File: src/rtl/flash_cmd_pkg.sv
package flash_cmd_pkg;
  localparam logic [7:0] CMD_ARRAY   = 8'hFF;
  localparam logic [7:0] CMD_STATUS  = 8'h70;
  localparam logic [7:0] CMD_CLEAR   = 8'h50;
  localparam logic [7:0] CMD_PROG    = 8'h40;
  localparam logic [7:0] CMD_ERASE   = 8'h20;
  localparam logic [7:0] CMD_CONFIRM = 8'hD0;
  localparam logic [7:0] CMD_SUSPEND = 8'hB0;
  localparam logic [7:0] CMD_LOCKSET = 8'h60;
  localparam logic [7:0] CMD_LOCKON  = 8'h01;

  typedef enum logic [2:0] {
    S_IDLE,
    S_PROG_SETUP,
    S_ERASE_SETUP,
    S_LOCK_SETUP,
    S_PROG_BUSY,
    S_ERASE_BUSY,
    S_SUSP_WAIT,
    S_ERASE_SUSP
  } fsm_state_t;
endpackage

File: src/rtl/flash_op_timer.sv
module flash_op_timer #(
  parameter int CNT_W = 8
) (
  input  logic             clk,
  input  logic             rst_n,
  input  logic             load,
  input  logic [CNT_W-1:0] load_val,
  input  logic             run,
  output logic             done
);
  logic [CNT_W-1:0] cnt;

  always_ff @(posedge clk or negedge rst_n) begin
    if (!rst_n)                cnt <= '0;
    else if (load)             cnt <= load_val;
    else if (run && cnt != '0) cnt <= cnt - CNT_W'(1);
  end

  assign done = run && (cnt == CNT_W'(1));
endmodule

File: src/rtl/flash_array.sv
module flash_array #(
  parameter int NUM_BLOCKS      = 4,
  parameter int WORDS_PER_BLOCK = 8,
  parameter int ADDR_W          = 5,
  parameter int BLK_W           = 2
) (
  input  logic                  clk,
  input  logic                  rst_n,
  input  logic [ADDR_W-1:0]     rd_addr,
  output logic [15:0]           rd_data,
  input  logic                  prog_en,
  input  logic [ADDR_W-1:0]     prog_addr,
  input  logic [15:0]           prog_data,
  input  logic                  erase_en,
  input  logic [BLK_W-1:0]      erase_blk,
  input  logic                  lock_set,
  input  logic                  lock_clr,
  input  logic [BLK_W-1:0]      lock_blk,
  output logic [NUM_BLOCKS-1:0] lock_vec
);
  localparam int DEPTH = NUM_BLOCKS * WORDS_PER_BLOCK;

  logic [15:0]           mem [DEPTH];
  logic [NUM_BLOCKS-1:0] erase_hit;
  logic [NUM_BLOCKS-1:0] lock_hit;

  for (genvar b = 0; b < NUM_BLOCKS; b++) begin : g_blk
    assign erase_hit[b] = erase_en && (erase_blk == BLK_W'(b));
    assign lock_hit[b]  = lock_blk == BLK_W'(b);
  end

  always_ff @(posedge clk or negedge rst_n) begin
    if (!rst_n) begin
      for (int i = 0; i < DEPTH; i++) mem[i] <= 16'hFFFF;
    end else begin
      for (int i = 0; i < DEPTH; i++) begin
        if (erase_hit[i / WORDS_PER_BLOCK])
          mem[i] <= 16'hFFFF;
        else if (prog_en && prog_addr == ADDR_W'(i))
          mem[i] <= mem[i] & prog_data;
      end
    end
  end

  always_ff @(posedge clk or negedge rst_n) begin
    if (!rst_n)        lock_vec <= '1;
    else if (lock_set) lock_vec <= lock_vec | lock_hit;
    else if (lock_clr) lock_vec <= lock_vec & ~lock_hit;
  end

  assign rd_data = mem[rd_addr];
endmodule

File: src/rtl/flash_ctrl.sv
module flash_ctrl
  import flash_cmd_pkg::*;
#(
  parameter int NUM_BLOCKS   = 4,
  parameter int ADDR_W       = 5,
  parameter int BLK_W        = 2,
  parameter int CNT_W        = 5,
  parameter int PROG_CYCLES  = 4,
  parameter int ERASE_CYCLES = 20,
  parameter int SUSP_LAT     = 2
) (
  input  logic                  clk,
  input  logic                  rst_n,
  input  logic                  bus_we,
  input  logic [ADDR_W-1:0]     bus_addr,
  input  logic [15:0]           bus_wdata,
  input  logic [NUM_BLOCKS-1:0] lock_vec,
  input  logic                  tmr_done,
  output logic                  tmr_load,
  output logic [CNT_W-1:0]      tmr_val,
  output logic                  tmr_run,
  output logic                  prog_en,
  output logic                  erase_en,
  output logic [ADDR_W-1:0]     op_addr,
  output logic [15:0]           op_data,
  output logic                  lock_set,
  output logic                  lock_clr,
  output logic [7:0]            status,
  output logic                  show_status
);
  localparam int LAT_W = $clog2(SUSP_LAT + 1);

  fsm_state_t        state, state_nx;
  logic [LAT_W-1:0]  lat_cnt;
  logic              err_p, err_e, err_l;
  logic [7:0]        cmd;
  logic              blk_locked, in_setup, is_confirm;
  logic              prog_go, prog_lockerr, erase_go, erase_lockerr, seq_err;
  logic              susp_req, resume, mode_wr, to_status, clr_err;

  assign cmd        = bus_wdata[7:0];
  assign blk_locked = lock_vec[bus_addr[ADDR_W-1 -: BLK_W]];
  assign is_confirm = cmd == CMD_CONFIRM;
  assign in_setup   = state inside {S_PROG_SETUP, S_ERASE_SETUP, S_LOCK_SETUP};

  assign prog_go       = bus_we && state == S_PROG_SETUP && !blk_locked;
  assign prog_lockerr  = bus_we && state == S_PROG_SETUP && blk_locked;
  assign erase_go      = bus_we && state == S_ERASE_SETUP && is_confirm && !blk_locked;
  assign erase_lockerr = bus_we && state == S_ERASE_SETUP && is_confirm && blk_locked;
  assign seq_err       = bus_we && ((state == S_ERASE_SETUP && !is_confirm) ||
                                    (state == S_LOCK_SETUP && !is_confirm && cmd != CMD_LOCKON));
  assign lock_clr      = bus_we && state == S_LOCK_SETUP && is_confirm;
  assign lock_set      = bus_we && state == S_LOCK_SETUP && cmd == CMD_LOCKON;

  assign tmr_run  = state inside {S_PROG_BUSY, S_ERASE_BUSY, S_SUSP_WAIT};
  assign tmr_load = prog_go || erase_go;
  assign tmr_val  = prog_go ? CNT_W'(PROG_CYCLES) : CNT_W'(ERASE_CYCLES);
  assign prog_en  = state == S_PROG_BUSY && tmr_done;
  assign erase_en = (state == S_ERASE_BUSY || state == S_SUSP_WAIT) && tmr_done;

  assign susp_req  = bus_we && state == S_ERASE_BUSY && cmd == CMD_SUSPEND && !tmr_done;
  assign resume    = bus_we && state == S_ERASE_SUSP && is_confirm;
  assign mode_wr   = bus_we && !in_setup && (cmd == CMD_ARRAY || cmd == CMD_STATUS);
  assign clr_err   = bus_we && cmd == CMD_CLEAR && (state == S_IDLE || state == S_ERASE_SUSP);
  assign to_status = resume || (bus_we && state == S_IDLE &&
                     (cmd == CMD_PROG || cmd == CMD_ERASE || cmd == CMD_LOCKSET));

  always_comb begin
    state_nx = state;
    unique case (state)
      S_IDLE:
        if (bus_we) begin
          if (cmd == CMD_PROG)         state_nx = S_PROG_SETUP;
          else if (cmd == CMD_ERASE)   state_nx = S_ERASE_SETUP;
          else if (cmd == CMD_LOCKSET) state_nx = S_LOCK_SETUP;
        end
      S_PROG_SETUP:  if (bus_we) state_nx = prog_go ? S_PROG_BUSY : S_IDLE;
      S_ERASE_SETUP: if (bus_we) state_nx = erase_go ? S_ERASE_BUSY : S_IDLE;
      S_LOCK_SETUP:  if (bus_we) state_nx = S_IDLE;
      S_PROG_BUSY:   if (tmr_done) state_nx = S_IDLE;
      S_ERASE_BUSY:
        if (tmr_done)      state_nx = S_IDLE;
        else if (susp_req) state_nx = S_SUSP_WAIT;
      S_SUSP_WAIT:
        if (tmr_done)                      state_nx = S_IDLE;
        else if (lat_cnt == LAT_W'(1))     state_nx = S_ERASE_SUSP;
      S_ERASE_SUSP:  if (resume) state_nx = S_ERASE_BUSY;
      default:       state_nx = S_IDLE;
    endcase
  end

  always_ff @(posedge clk or negedge rst_n) begin
    if (!rst_n) begin
      state       <= S_IDLE;
      show_status <= 1'b0;
      err_p       <= 1'b0;
      err_e       <= 1'b0;
      err_l       <= 1'b0;
      op_addr     <= '0;
      op_data     <= '0;
      lat_cnt     <= '0;
    end else begin
      state <= state_nx;
      if (mode_wr)        show_status <= (cmd == CMD_STATUS);
      else if (to_status) show_status <= 1'b1;
      if (clr_err) begin
        err_p <= 1'b0;
        err_e <= 1'b0;
        err_l <= 1'b0;
      end else begin
        if (prog_lockerr || seq_err)          err_p <= 1'b1;
        if (erase_lockerr || seq_err)         err_e <= 1'b1;
        if (prog_lockerr || erase_lockerr)    err_l <= 1'b1;
      end
      if (prog_go || erase_go) begin
        op_addr <= bus_addr;
        op_data <= bus_wdata;
      end
      if (susp_req)                 lat_cnt <= LAT_W'(SUSP_LAT);
      else if (state == S_SUSP_WAIT) lat_cnt <= lat_cnt - LAT_W'(1);
    end
  end

  assign status = {!tmr_run, state == S_ERASE_SUSP, err_e, err_p, 2'b00, err_l, 1'b0};
endmodule

File: src/rtl/flash_cmd_sm.sv
module flash_cmd_sm #(
  parameter int NUM_BLOCKS      = 4,
  parameter int WORDS_PER_BLOCK = 8,
  parameter int PROG_CYCLES     = 4,
  parameter int ERASE_CYCLES    = 20,
  parameter int SUSP_LAT        = 2,
  parameter int ADDR_W_P        = $clog2(NUM_BLOCKS * WORDS_PER_BLOCK)
) (
  input  logic                clk,
  input  logic                rst_n,
  input  logic                bus_we,
  input  logic [ADDR_W_P-1:0] bus_addr,
  input  logic [15:0]         bus_wdata,
  output logic [15:0]         bus_rdata
);
  localparam int ADDR_W = ADDR_W_P;
  localparam int BLK_W  = $clog2(NUM_BLOCKS);
  localparam int MAXC   = (PROG_CYCLES > ERASE_CYCLES) ? PROG_CYCLES : ERASE_CYCLES;
  localparam int CNT_W  = $clog2(MAXC + 1);

  logic [NUM_BLOCKS-1:0] lock_vec;
  logic                  tmr_load, tmr_run, tmr_done;
  logic [CNT_W-1:0]      tmr_val;
  logic                  prog_en, erase_en, lock_set, lock_clr, show_status;
  logic [ADDR_W-1:0]     op_addr;
  logic [15:0]           op_data, arr_rd;
  logic [7:0]            status;

  flash_ctrl #(
    .NUM_BLOCKS(NUM_BLOCKS), .ADDR_W(ADDR_W), .BLK_W(BLK_W), .CNT_W(CNT_W),
    .PROG_CYCLES(PROG_CYCLES), .ERASE_CYCLES(ERASE_CYCLES), .SUSP_LAT(SUSP_LAT)
  ) u_ctrl (
    .clk(clk), .rst_n(rst_n), .bus_we(bus_we), .bus_addr(bus_addr),
    .bus_wdata(bus_wdata), .lock_vec(lock_vec), .tmr_done(tmr_done),
    .tmr_load(tmr_load), .tmr_val(tmr_val), .tmr_run(tmr_run),
    .prog_en(prog_en), .erase_en(erase_en), .op_addr(op_addr), .op_data(op_data),
    .lock_set(lock_set), .lock_clr(lock_clr), .status(status),
    .show_status(show_status)
  );

  flash_op_timer #(.CNT_W(CNT_W)) u_timer (
    .clk(clk), .rst_n(rst_n), .load(tmr_load), .load_val(tmr_val),
    .run(tmr_run), .done(tmr_done)
  );

  flash_array #(
    .NUM_BLOCKS(NUM_BLOCKS), .WORDS_PER_BLOCK(WORDS_PER_BLOCK),
    .ADDR_W(ADDR_W), .BLK_W(BLK_W)
  ) u_array (
    .clk(clk), .rst_n(rst_n), .rd_addr(bus_addr), .rd_data(arr_rd),
    .prog_en(prog_en), .prog_addr(op_addr), .prog_data(op_data),
    .erase_en(erase_en), .erase_blk(op_addr[ADDR_W-1 -: BLK_W]),
    .lock_set(lock_set), .lock_clr(lock_clr),
    .lock_blk(bus_addr[ADDR_W-1 -: BLK_W]), .lock_vec(lock_vec)
  );

  assign bus_rdata = show_status ? {8'h00, status} : arr_rd;
endmodule

File: config.mk
export PLATFORM = sky130hd
export DESIGN_NAME = flash_cmd_sm
export DESIGN_NICKNAME = d
export VERILOG_FILES = /design/src/rtl/flash_cmd_pkg.sv /design/src/rtl/flash_op_timer.sv /design/src/rtl/flash_array.sv /design/src/rtl/flash_ctrl.sv /design/src/rtl/flash_cmd_sm.sv
export SDC_FILE = /design/constraint.sdc
export NUM_CORES = 1
export LEC_CHECK = 0
export BUFFER_PORTS_ARGS = -buffer_cell sky130_fd_sc_hd__buf_2
export CAP_MARGIN = 0
export CORE_ASPECT_RATIO = 1.1
export CORE_MARGIN = 2
export CORE_UTILIZATION = 40
export DETAILED_ROUTE_END_ITERATION = 8
export PLACE_DENSITY = 0.62
export SLEW_MARGIN = 40
export SYNTH_ARGS = -nofsm -noshare
export SYNTH_HDL_FRONTEND = slang
export SYNTH_SLANG_ARGS = --single-unit
File: constraint.sdc
create_clock -name clk -period 2.4 [get_ports clk]
set_input_delay 0.24 -clock clk [delete_from_list [all_inputs] [get_ports clk]]
set_output_delay 0.24 -clock clk [all_outputs]
set_load 0.01 [all_outputs]
# Word-level counts from Yosys, hierarchy flattened
# Cells that the tools add are included.
[totals] ff_bits=551 input_bits=24 output_inout_bits=16
[classes] addsub=2 order_cmp=2 n_eq_ne=65 mux=101 n_bitwise=36 reduce_logical=128
[ops] cell="$mux 16" n=67
[ops] cell="$and 16x16->16" n=32
[ops] cell="$bmux 16 s5" n=1
[ops] cell="$eq 5x5->1 const B" n=16
[ops] cell="$reduce_bool 2->1" n=39
[ops] cell="$logic_and 1x1->1" n=65
[ops] cell="$mux 3" n=15
[ops] cell="$eq 5x4->1 const B" n=8
[ops] cell="$eq 8x7->1 const B" n=4
[ops] cell="$eq 8x8->1 const B" n=3
[ops] cell="$pmux 3 s8" n=1
[ops] cell="$eq 5x3->1 const B" n=4
[ops] cell="$mux 5" n=3
[ops] cell="$eq 3x3->1 const B" n=4
[ops] cell="$logic_or 1x1->1" n=11
[ops] cell="$eq 5x1->1 const B" n=2
[ops] cell="$eq 5x2->1 const B" n=2
[ops] cell="$mux 1" n=9
[ops] cell="$reduce_and 9->1" n=1
[ops] cell="$eq 2x2->1 const B" n=4
[ops] cell="$eq 8x1->1 const B" n=1
[ops] cell="$eq 8x6->1 const B" n=1
[ops] cell="$mux 4" n=2
[ops] cell="$ne 2x2->1 const B" n=4
[ops] cell="23 further kinds" n=35

# Longest topological paths before layout
# Gate-level depths: netlist (run 1).
[depth] depth_word=9 mapped_depth=10

# By module
# Synthesis (run 1) repeated with hierarchy kept, for this count alone.
[hier_totals] hier_cells=2524 hier_area_um2=25796.0
[by_module_without_submodules] module="flash_array" n_inst=1 cells_per_inst=2313 area_per_inst_um2=23510.0 seq_area_each_um2=13558.0
[by_module_without_submodules] module="flash_ctrl" n_inst=1 cells_per_inst=158 area_per_inst_um2=1755.4 seq_area_each_um2=750.7
[by_module_without_submodules] module="flash_op_timer" n_inst=1 cells_per_inst=35 area_per_inst_um2=336.6 seq_area_each_um2=125.1
[by_module_without_submodules] module="flash_cmd_sm" n_inst=1 cells_per_inst=18 area_per_inst_um2=193.9 seq_area_each_um2=0.0

# Worst setup path before layout (run 1)
# No wires, ideal clock.
[synth_path] kind="register to register" start="register u_timer.cnt[1]" end="register u_ctrl.state[1]" setup_time_ns=0.124 arrival_time_ns=2.245 setup_slack_ns=0.031 stages_incl_launch_ff=9 synth_period_minus_slack_ns=2.369 cell_sequence="dfrtp_1 > inv_1 > ha_1 > or4b_1 > buf_2 > buf_6 > o2111a_1 > or4_1 > a211o_1"
[synth_between] elab_chain_len=6 elab_cells_between_ends=11 classes_between="eq/ne: 4; mux: 3; reduce/logical: 4"
[synth_lines] element="start: declaration" line="flash_op_timer.sv:11" rtl="logic [CNT_W-1:0] cnt;"
[synth_lines] element="start signal: assignment" line="flash_op_timer.sv:15" rtl="else if (load) cnt <= load_val;"
[synth_lines] element="start signal: assignment" line="flash_op_timer.sv:16" rtl="else if (run && cnt != '0) cnt <= cnt - CNT_W'(1);"
[synth_lines] element="$eq 5x1->1 *" line="flash_op_timer.sv:19" rtl="assign done = run && (cnt == CNT_W'(1));"
[synth_lines] element="$logic_and 1x1->1 *" line="flash_op_timer.sv:19"
[synth_lines] element="$logic_not 1->1" line="flash_ctrl.sv:61" rtl="assign susp_req = bus_we && state == S_ERASE_BUSY && cmd == CMD_SUSPEND && !tmr_done;"
[synth_lines] element="$logic_and 1x1->1" line="flash_ctrl.sv:61"
[synth_lines] element="$ne 3x1->1 (no source line)"
[synth_lines] element="$reduce_and 9->1 (no source line)"
[synth_lines] element="end signal: assignment" line="flash_ctrl.sv:103" rtl="state <= state_nx;"
[synth_lines] element="end: declaration" line="flash_ctrl.sv:33" rtl="fsm_state_t state, state_nx;"
# Every way passes the cells marked *; elsewhere a longest branch is shown, timed or not.
# A chain may end at the register's enable or synchronous reset.

# Worst setup path after layout (run 1)
[layout_path] start="register u_array.mem[133] (netlist name)" end="output port bus_rdata[5]"
[layout_between] elab_chain_len=4
[layout_lines] element="start: declaration" line="flash_array.sv:23" rtl="logic [15:0] mem [DEPTH];"
[layout_lines] element="start signal: indexed assignment" line="flash_array.sv:40" rtl="mem[i] <= mem[i] & prog_data;"
[layout_lines] element="$bmux 16 s5" line="flash_array.sv:51" rtl="assign rd_data = mem[rd_addr];"
[layout_lines] element="$mux 16 (not written as such) (2 in a row)" line="flash_array.sv:51"
[layout_lines] element="$mux 16" line="flash_cmd_sm.sv:57" rtl="assign bus_rdata = show_status ? {8'h00, status} : arr_rd;"
[layout_lines] element="end: declaration" line="flash_cmd_sm.sv:14" rtl="output logic [15:0] bus_rdata"
# No other way between the ends. The select of a mux whose other input is x is not followed.

==> results of run 1 <==
## cells in the final DEF, fill, tap and decap left out, drive strengths merged, types with 3 or more instances in the layout
master,netlist,final
nor2b,5,5
or4,3,4
ha,4,4
mux4,129,129
dfstp,516,516
inv,11,11
o21ai,522,522
mux2,65,65
nor3,26,26
a21oi,15,15
nand4,5,5
dlygate4sd3,0,19
nand2b,3,3
nor4,8,8
nor4b,3,3
bufinv,0,6
buf,55,248
nor2,17,17
o22ai,34,34
clkinv,0,13
dfrtp,35,35
nand2,548,548
clkbuf,144,121
nand3,16,16
clkinvlp,0,3
or3b,2,5
mux2i,20,20
## power by group
group / leakage (nW) / internal, mW / switching (mW) / total [mW]
logic: 8.41 / 2.97 / 4.12 / 7.10
registers: 5.75 / 12.4 / 1.49 / 13.9
clock network: 0.930 / 5.32 / 3.73 / 9.05
total: 15.1 / 20.7 / 9.33 / 30.0
## worst min path at each step
stage,end,depth (start not counted)
after floorplan,u_ctrl.err_e$_DFFE_PN0P_,0
after global placement,u_ctrl.op_data[1]$_DFFE_PN0N_,1
after detailed placement,u_ctrl.op_data[1]$_DFFE_PN0N_,1
after CTS,u_ctrl.op_data[5]$_DFFE_PN0N_,2
after global routing,u_ctrl.op_data[5]$_DFFE_PN0N_,2
final,u_ctrl.op_data[5]$_DFFE_PN0N_,2
## logic make-up after synthesis
logic type                 Yosys count
DFF                                551
and+or+nand+nor                    644
xor gates and xnor gates             4
AOI/OAI and AO/OA                  589
buffers and inverters              210
adders and majority gates            4
muxes                              214
## routing by layer
metal | vias up | wire [um]
met4 | 0 | 2880
met3 | 174 | 6910
met5 | - | 0
li1 | 8176 | -
met1 | 9962 | 31900
met2 | 933 | 38100
## state kept, by name, summed over array words and instances, names as in the netlist, named ones only
name	flops
u_ctrl.show_status	1
u_ctrl.err_l	1
u_ctrl.state	3
u_ctrl.err_e	1
u_ctrl.op_data	16
u_array.mem	512
u_ctrl.lat_cnt	2
u_ctrl.err_p	1
u_ctrl.op_addr	5
u_timer.cnt	5
## stage by stage
step | worst slack [ns] | instances
finish | -0.259 | 3264
global route | -0.313 | 3264
CTS | -0.234 | 3185
detailed placement | -0.124 | 3059
global placement | -0.158 | 3059
floorplan | 0.0315 | 2216
## final cells by class
cell class,instances,area [sq um]
inverter,11,41.3
timing repair buffer,309,4110
fill,5189,29500
clock buffer,79,1620
clock inverter,22,268
tap,833,1040
sequential,551,14400
multi-input combinational,1459,11000
## critical path, delay by kind of cell (launching register included)
family / cells / cell delay [ns]
buffers and inverters: 2 / 0.32
AOI/OAI and AO/OA: 2 / 0.16
DFF: 1 / 0.37
muxes: 2 / 0.80
and+or+nand+nor: 1 / 0.15
## Yosys cell counts, drive strengths merged
library cell | count | share of area
clkbuf | 144 | 0.022
a2111oi | 1 | 0.00035
nand4 | 5 | 0.0012
o22ai | 34 | 0.0085
or2 | 2 | 0.00050
a32oi | 1 | 0.00035
and2 | 1 | 0.00025
nor3 | 26 | 0.0054
nand3 | 16 | 0.0034
nand3b | 1 | 0.00030
and4 | 2 | 0.00070
a21bo | 2 | 0.00080
a221oi | 1 | 0.00035
nor4b | 3 | 0.0018
mux4 | 129 | 0.12
mux2i | 20 | 0.0080
xnor2 | 2 | 0.00070
xor2 | 2 | 0.00070
o2111a | 2 | 0.00090
a211o | 2 | 0.00070
a21boi | 1 | 0.00030
a22oi | 1 | 0.00030
or4 | 3 | 0.0010
nor2 | 17 | 0.0025
o21ai | 522 | 0.10
a311oi | 1 | 0.00035
mux2 | 65 | 0.029
a41o | 1 | 0.00040
nand2 | 548 | 0.082
nor4 | 8 | 0.0052
or4b | 1 | 0.00040
and4b | 1 | 0.00040
buf | 55 | 0.013
dfstp | 516 | 0.54
a211oi | 1 | 0.00030
nor2b | 5 | 0.0012
ha | 4 | 0.0020
o41ai | 2 | 0.0010
a21oi | 15 | 0.0030
or3b | 2 | 0.00070
a31oi | 2 | 0.00050
inv | 11 | 0.0016
nand2b | 3 | 0.00075
dfrtp | 35 | 0.035
## repair_timing
item	4_1_cts	5_1_grt
buffers inserted	5	16
gates cloned	3	67
endpoints found under the hold margin	25	0
setup endpoints to repair	132	398
pin swaps	9	10
resized for setup	67	439
hold buffers	19	0
==> impl_results.md, run 1 <==
- Vias/cell: 5.90
- Max-cap viol count: 0
- Largest stage delay on the critical path: 0.46 ns
- Final hold violation count: 0
- Synth Area in XOR/XNOR: 0.00140
- Cells after Synth: 2216
- Nets: 2416
- CP endpoint kind: output port
- Period utilization: 1.11
- M3 GR Usage: 0.0403
- DP HPWL: 42800 um
- Largest net degree at the start of global routing: 129
- Drt first pass iters: 6
- Final setup vio count: 453
- HP Start: bus_wdata[5]
- DIE WIDTH: 243 um
- Drt drc: 0
- CTS tree: yes
- Grt ovf: 0
- Reg2reg start: u_timer.cnt[1]$_DFFE_PN0P_
- TritonCTS buffer count: 56
- #FFs+latches synth: 551
- Static Leak: 15.1 nW
- WS Path Type: flop to output port
- Slew of the pin with the lowest slew margin: 0.806 ns
- Number of core rows: 96
- Met2 usage: 0.359
- Combinational family with the most area after synthesis: multiplexers
- R2R Setup Slk: -0.21 ns
- Crit path cell chain: mux4_2, mux2i_1, o22ai_4, nor3_2, buf_4, a21oi_2, buf_2
- Mux cell area share after synthesis: 0.153
- Antenna Violating Nets Remaining: 0
- WL per Instance: 24.4 um
- FF-to-FF End: u_array.mem[148]$_DFFE_PN1P_
- Status: complete, but fails checks
- Initial antenna violation count: 0
- WHS: 0.0858 ns
- Die Area: 0.0646 sq mm
- PD cells: 922 mW/mm^2
- Cell depth of the worst flop-to-flop path: 9
- Global-route wire length before repair: 110000 um
- Starting DRT DRC Count: 1709
- Worst IR Drop VDD: 0.808 mV
- Final Max Slew Viols: 0
- Port Buffer Count: 39
- CP startpoint kind: flop
- Share of layout cells above drive strength 1: 0.553
- Post-synthesis compound-gate area fraction: 0.122
- Placed cell area: 0.0274 sq mm
- Crit path required time: 2.16 ns
- Final period demand of the worst path: 2.66 ns
- Core area: 0.0621 sq mm
- Failing checks: negative setup slack
- Maximum number of buffers from clock root to sink: 3
- Fmax: 0.376 GHz
- Setup TNS: -46.22 ns
- Clock Skews: 0.0288 ns
- Simple-gate share of the synthesized area: 0.108
- Diode count: 0
- Share of the yosys chip area belonging to registers: 0.576
- Most used routing layer: met2
- Fin area: 0.0326 sq mm
- Synth Warn #: 0
- Worst Setup SP: u_array.mem[133]$_DFFE_PN1P_
- IO Pins: 40
- Clock sink total: 551
- Post-Syn Nets: 2244
- Worst skew pair latency: 0.62 ns
- Synthesized cell area: 0.0250 sq mm
- Starting Density: 0.403
- Min-Delay Path Class: primary input to flop
- Adder-cell share of the synthesized area: 0.00200
- Arr. time, crit path: 2.42 ns
- Synth cell types: 55
- Vias: 19.2k
- Gr usage total: 0.219
- Synth-to-Final Area Change: 30.0%
- Post-Route WL: 79800 um
- Final WS setup: -0.259 ns
- Root buf cell: clkbuf_16
- Post-synthesis average cell area: 11.3 sq um
- Tot Pwr: 30.0 mW
- Gpl congestion: 0.863
- Slew HR: 0.463
- Clk pin slew, worst setup/hold paths: 0.07 ns
- Critical path's slowest cell: mux4_2
- Core Util, Final: 0.524
- Largest fanout on the critical path: 2
- H-Tree Level Count: 2
- Capture point of the worst path: bus_rdata[5]
- M1 GR Usage: 0.292
- Vias in the first global route: 18.5k
- Die H: 266 um
- RSZ-0062 raised after global routing: true
Note: power is estimated with default switching activity, not from simulation.
==> run 2, diff against run 1 <==
Clock period 2.4 ns to 2.1 ns, I/O delays scaled along.
==> run 2 against run 1 <==
  * The flow still finishes with violations (negative setup slack)
  * Total power up 21%
  * Setup slack worse by 0.31 ns
  * Die area unchanged
  * Clock-buffer cell count up 9
==> impl_results.md, run 2 (synthesized netlist as in run 1, its figures left out) <==
- Largest Register: u_array.mem
- Global-route wire length before repair: 123000 um
- Top cell family by delay on the critical path: flip-flops
- Synth-to-Final Area Change: 39.9%
- Biggest regs: u_array.mem: 512 flops, u_ctrl.op_data: 16 flops
- Diode count: 0
- WL per Instance: 26.7 um
- Largest stage delay on the critical path: 0.56 ns
- Root buf cell: clkbuf_16
- Number of core rows: 96
- Share of layout cells above drive strength 1: 0.657
- DIE WIDTH: 243 um
- WS Path Type: flop to output port
- PD cells: 1040 mW/mm^2
- Core area: 0.0621 sq mm
- Failing checks: negative setup slack
- Port Buffer Count: 39
- Crit path required time: 1.89 ns
- Nets: 2468
- TritonCTS buffer count: 56
- Fin area: 0.0350 sq mm
- Vias: 20.2k
- Reg2reg start: u_timer.cnt[1]$_DFFE_PN0P_
- Largest net degree at the start of global routing: 109
- Clock Skews: 0.0261 ns
- Starting Density: 0.403
- Die H: 266 um
- Min-Delay Path Class: primary input to flop
- Gr usage total: 0.250
- Maximum number of buffers from clock root to sink: 3
- CP startpoint kind: flop
- Final Max Slew Viols: 0
- Placed cell area: 0.0276 sq mm
- DP Worst Slack: -0.359 ns
- IO Pins: 40
- CTS tree: yes
- Static Leak: 15.7 nW
- Status: complete, but fails checks
- Final setup vio count: 530
- Worst skew pair latency: 0.62 ns
- Largest fanout on the critical path: 2
- Critical path's slowest cell: dfstp_2
- Slew of the pin with the lowest slew margin: 0.979 ns
- Tot Pwr: 36.4 mW
- Drt drc: 0
- Vias/cell: 6.08
- Clock sink total: 551
- Vias in the first global route: 20.3k
- Clk pin slew, worst setup/hold paths: 0.06 ns
- Starting DRT DRC Count: 1806
- Final period demand of the worst path: 2.67 ns
- RSZ-0062 raised after global routing: true
- DP HPWL: 43400 um
- Fmax: 0.375 GHz
- H-Tree Level Count: 2
- Final hold violation count: 0
- Core Util, Final: 0.564
- Post-Route WL: 88700 um
- Final WS setup: -0.570 ns
- HP Start: bus_addr[3]
- Max FFs per register: 512
- Slew HR: 0.348
- Drt first pass iters: 7
- Max-cap viol count: 0
- Grt ovf: 0
- Antenna Violating Nets Remaining: 0
- Worst IR Drop VDD: 0.811 mV
- Commonest non-fill, non-tap cell in the layout: dfstp_2
- Period utilization: 1.27
- CP endpoint kind: output port
- Most frequent cells in the layout: 516 x dfstp_2, 400 x nand2_1, 218 x o21ai_2, 191 x o21ai_0, 129 x mux4_2
- Gpl congestion: 0.936
- Worst Setup SP: u_array.mem[444]$_DFFE_PN1P_
- Crit path cell chain: mux4_2, mux2_2, o22ai_2, nor3_1, buf_2
- Critical path buffers and inverters: 1
- Arr. time, crit path: 2.46 ns
- Initial antenna violation count: 1
- Die Area: 0.0646 sq mm
run 2: changes by cell type in the layout (fill, tap and decap cells not counted), sizes merged:
cell,delta
buf,+70
clkbuf,-10
clkinv,-3
clkinvlp,-3
bufinv,-2
nand3,+2
or3b,-2
bufbuf,+1
run 2: path summary, 6_finish.rpt:
path	to	slack (ns)	depth (start not counted)
setup / recovery	bus_rdata[12]	-0.57	5
hold reg to reg	u_array.mem[267]$_DFFE_PN1P_	0.45	2
min in group asynchronous	u_ctrl.op_addr[4]$_DFFE_PN0N_	0.07	2
hold / removal	flop	0.06	3
setup reg to reg	u_array.mem[395]$_DFFE_PN1P_	-0.46	10
max in group asynchronous	u_ctrl.op_data[11]$_DFFE_PN0N_	1.07	3
run 2: repair_timing:
action                     CTS  global route
hold endpoints to repair   102             0
pin swaps                  178            77
gates cloned                42            40
hold buffers                19             0
gates resized for setup    649           420
setup endpoints to repair  530           530
buffers inserted            32            26
run 2: power by group:
| part | internal (mW) | switching (mW) | total, mW | leakage, nW |
|---|---|---|---|---|
| registers | 14.2 | 2.99 | 17.2 | 5.74 |
| logic | 3.93 | 5.01 | 8.94 | 9.01 |
| clock network | 6.00 | 4.28 | 10.3 | 0.924 |
| total | 24.2 | 12.3 | 36.4 | 15.7 |
run 2: worst reg2reg max path: cells and delay by family (launching register included):
family / cells / cell delay [ns]
flip-flops: 1 / 0.39
AND/OR/NAND/NOR: 4 / 1.28
buffers and inverters: 5 / 0.70
adder cells (fa/ha/maj): 1 / 0.11
run 2: metrics by stage:
| stage | hold WS [ns] | setup TNS, ns | std cells |
|---|---|---|---|
| detailed placement | 0.121 | -101.58 | 3069 |
| floorplan | -0.0856 | -47.96 | 2216 |
| finish | 0.0586 | -171.96 | 3317 |
| global route | 0.0923 | -197.01 | 3317 |
| global placement | 0.119 | -95.39 | 3069 |
| CTS | 0.0187 | -158.82 | 3262 |
run 2: layout make-up:
cell class              instances  area, sq um
flip-flops and latches        551        14500
clock buffers                  88         1690
multi-input cells            1459        12400
inverters                      11         41.3
clock inverters                14          178
well taps                     833         1040
repair buffers                361         5160
fillers                      4749        27100
run 2: metal layers:
layer	vias to the layer above	global-route usage	routed length [um]
met5	-	0	16
met4	2	0.119	4880
met3	289	0.0483	7250
met2	1063	0.409	42700
met1	10500	0.321	33800
li1	8332	-	-
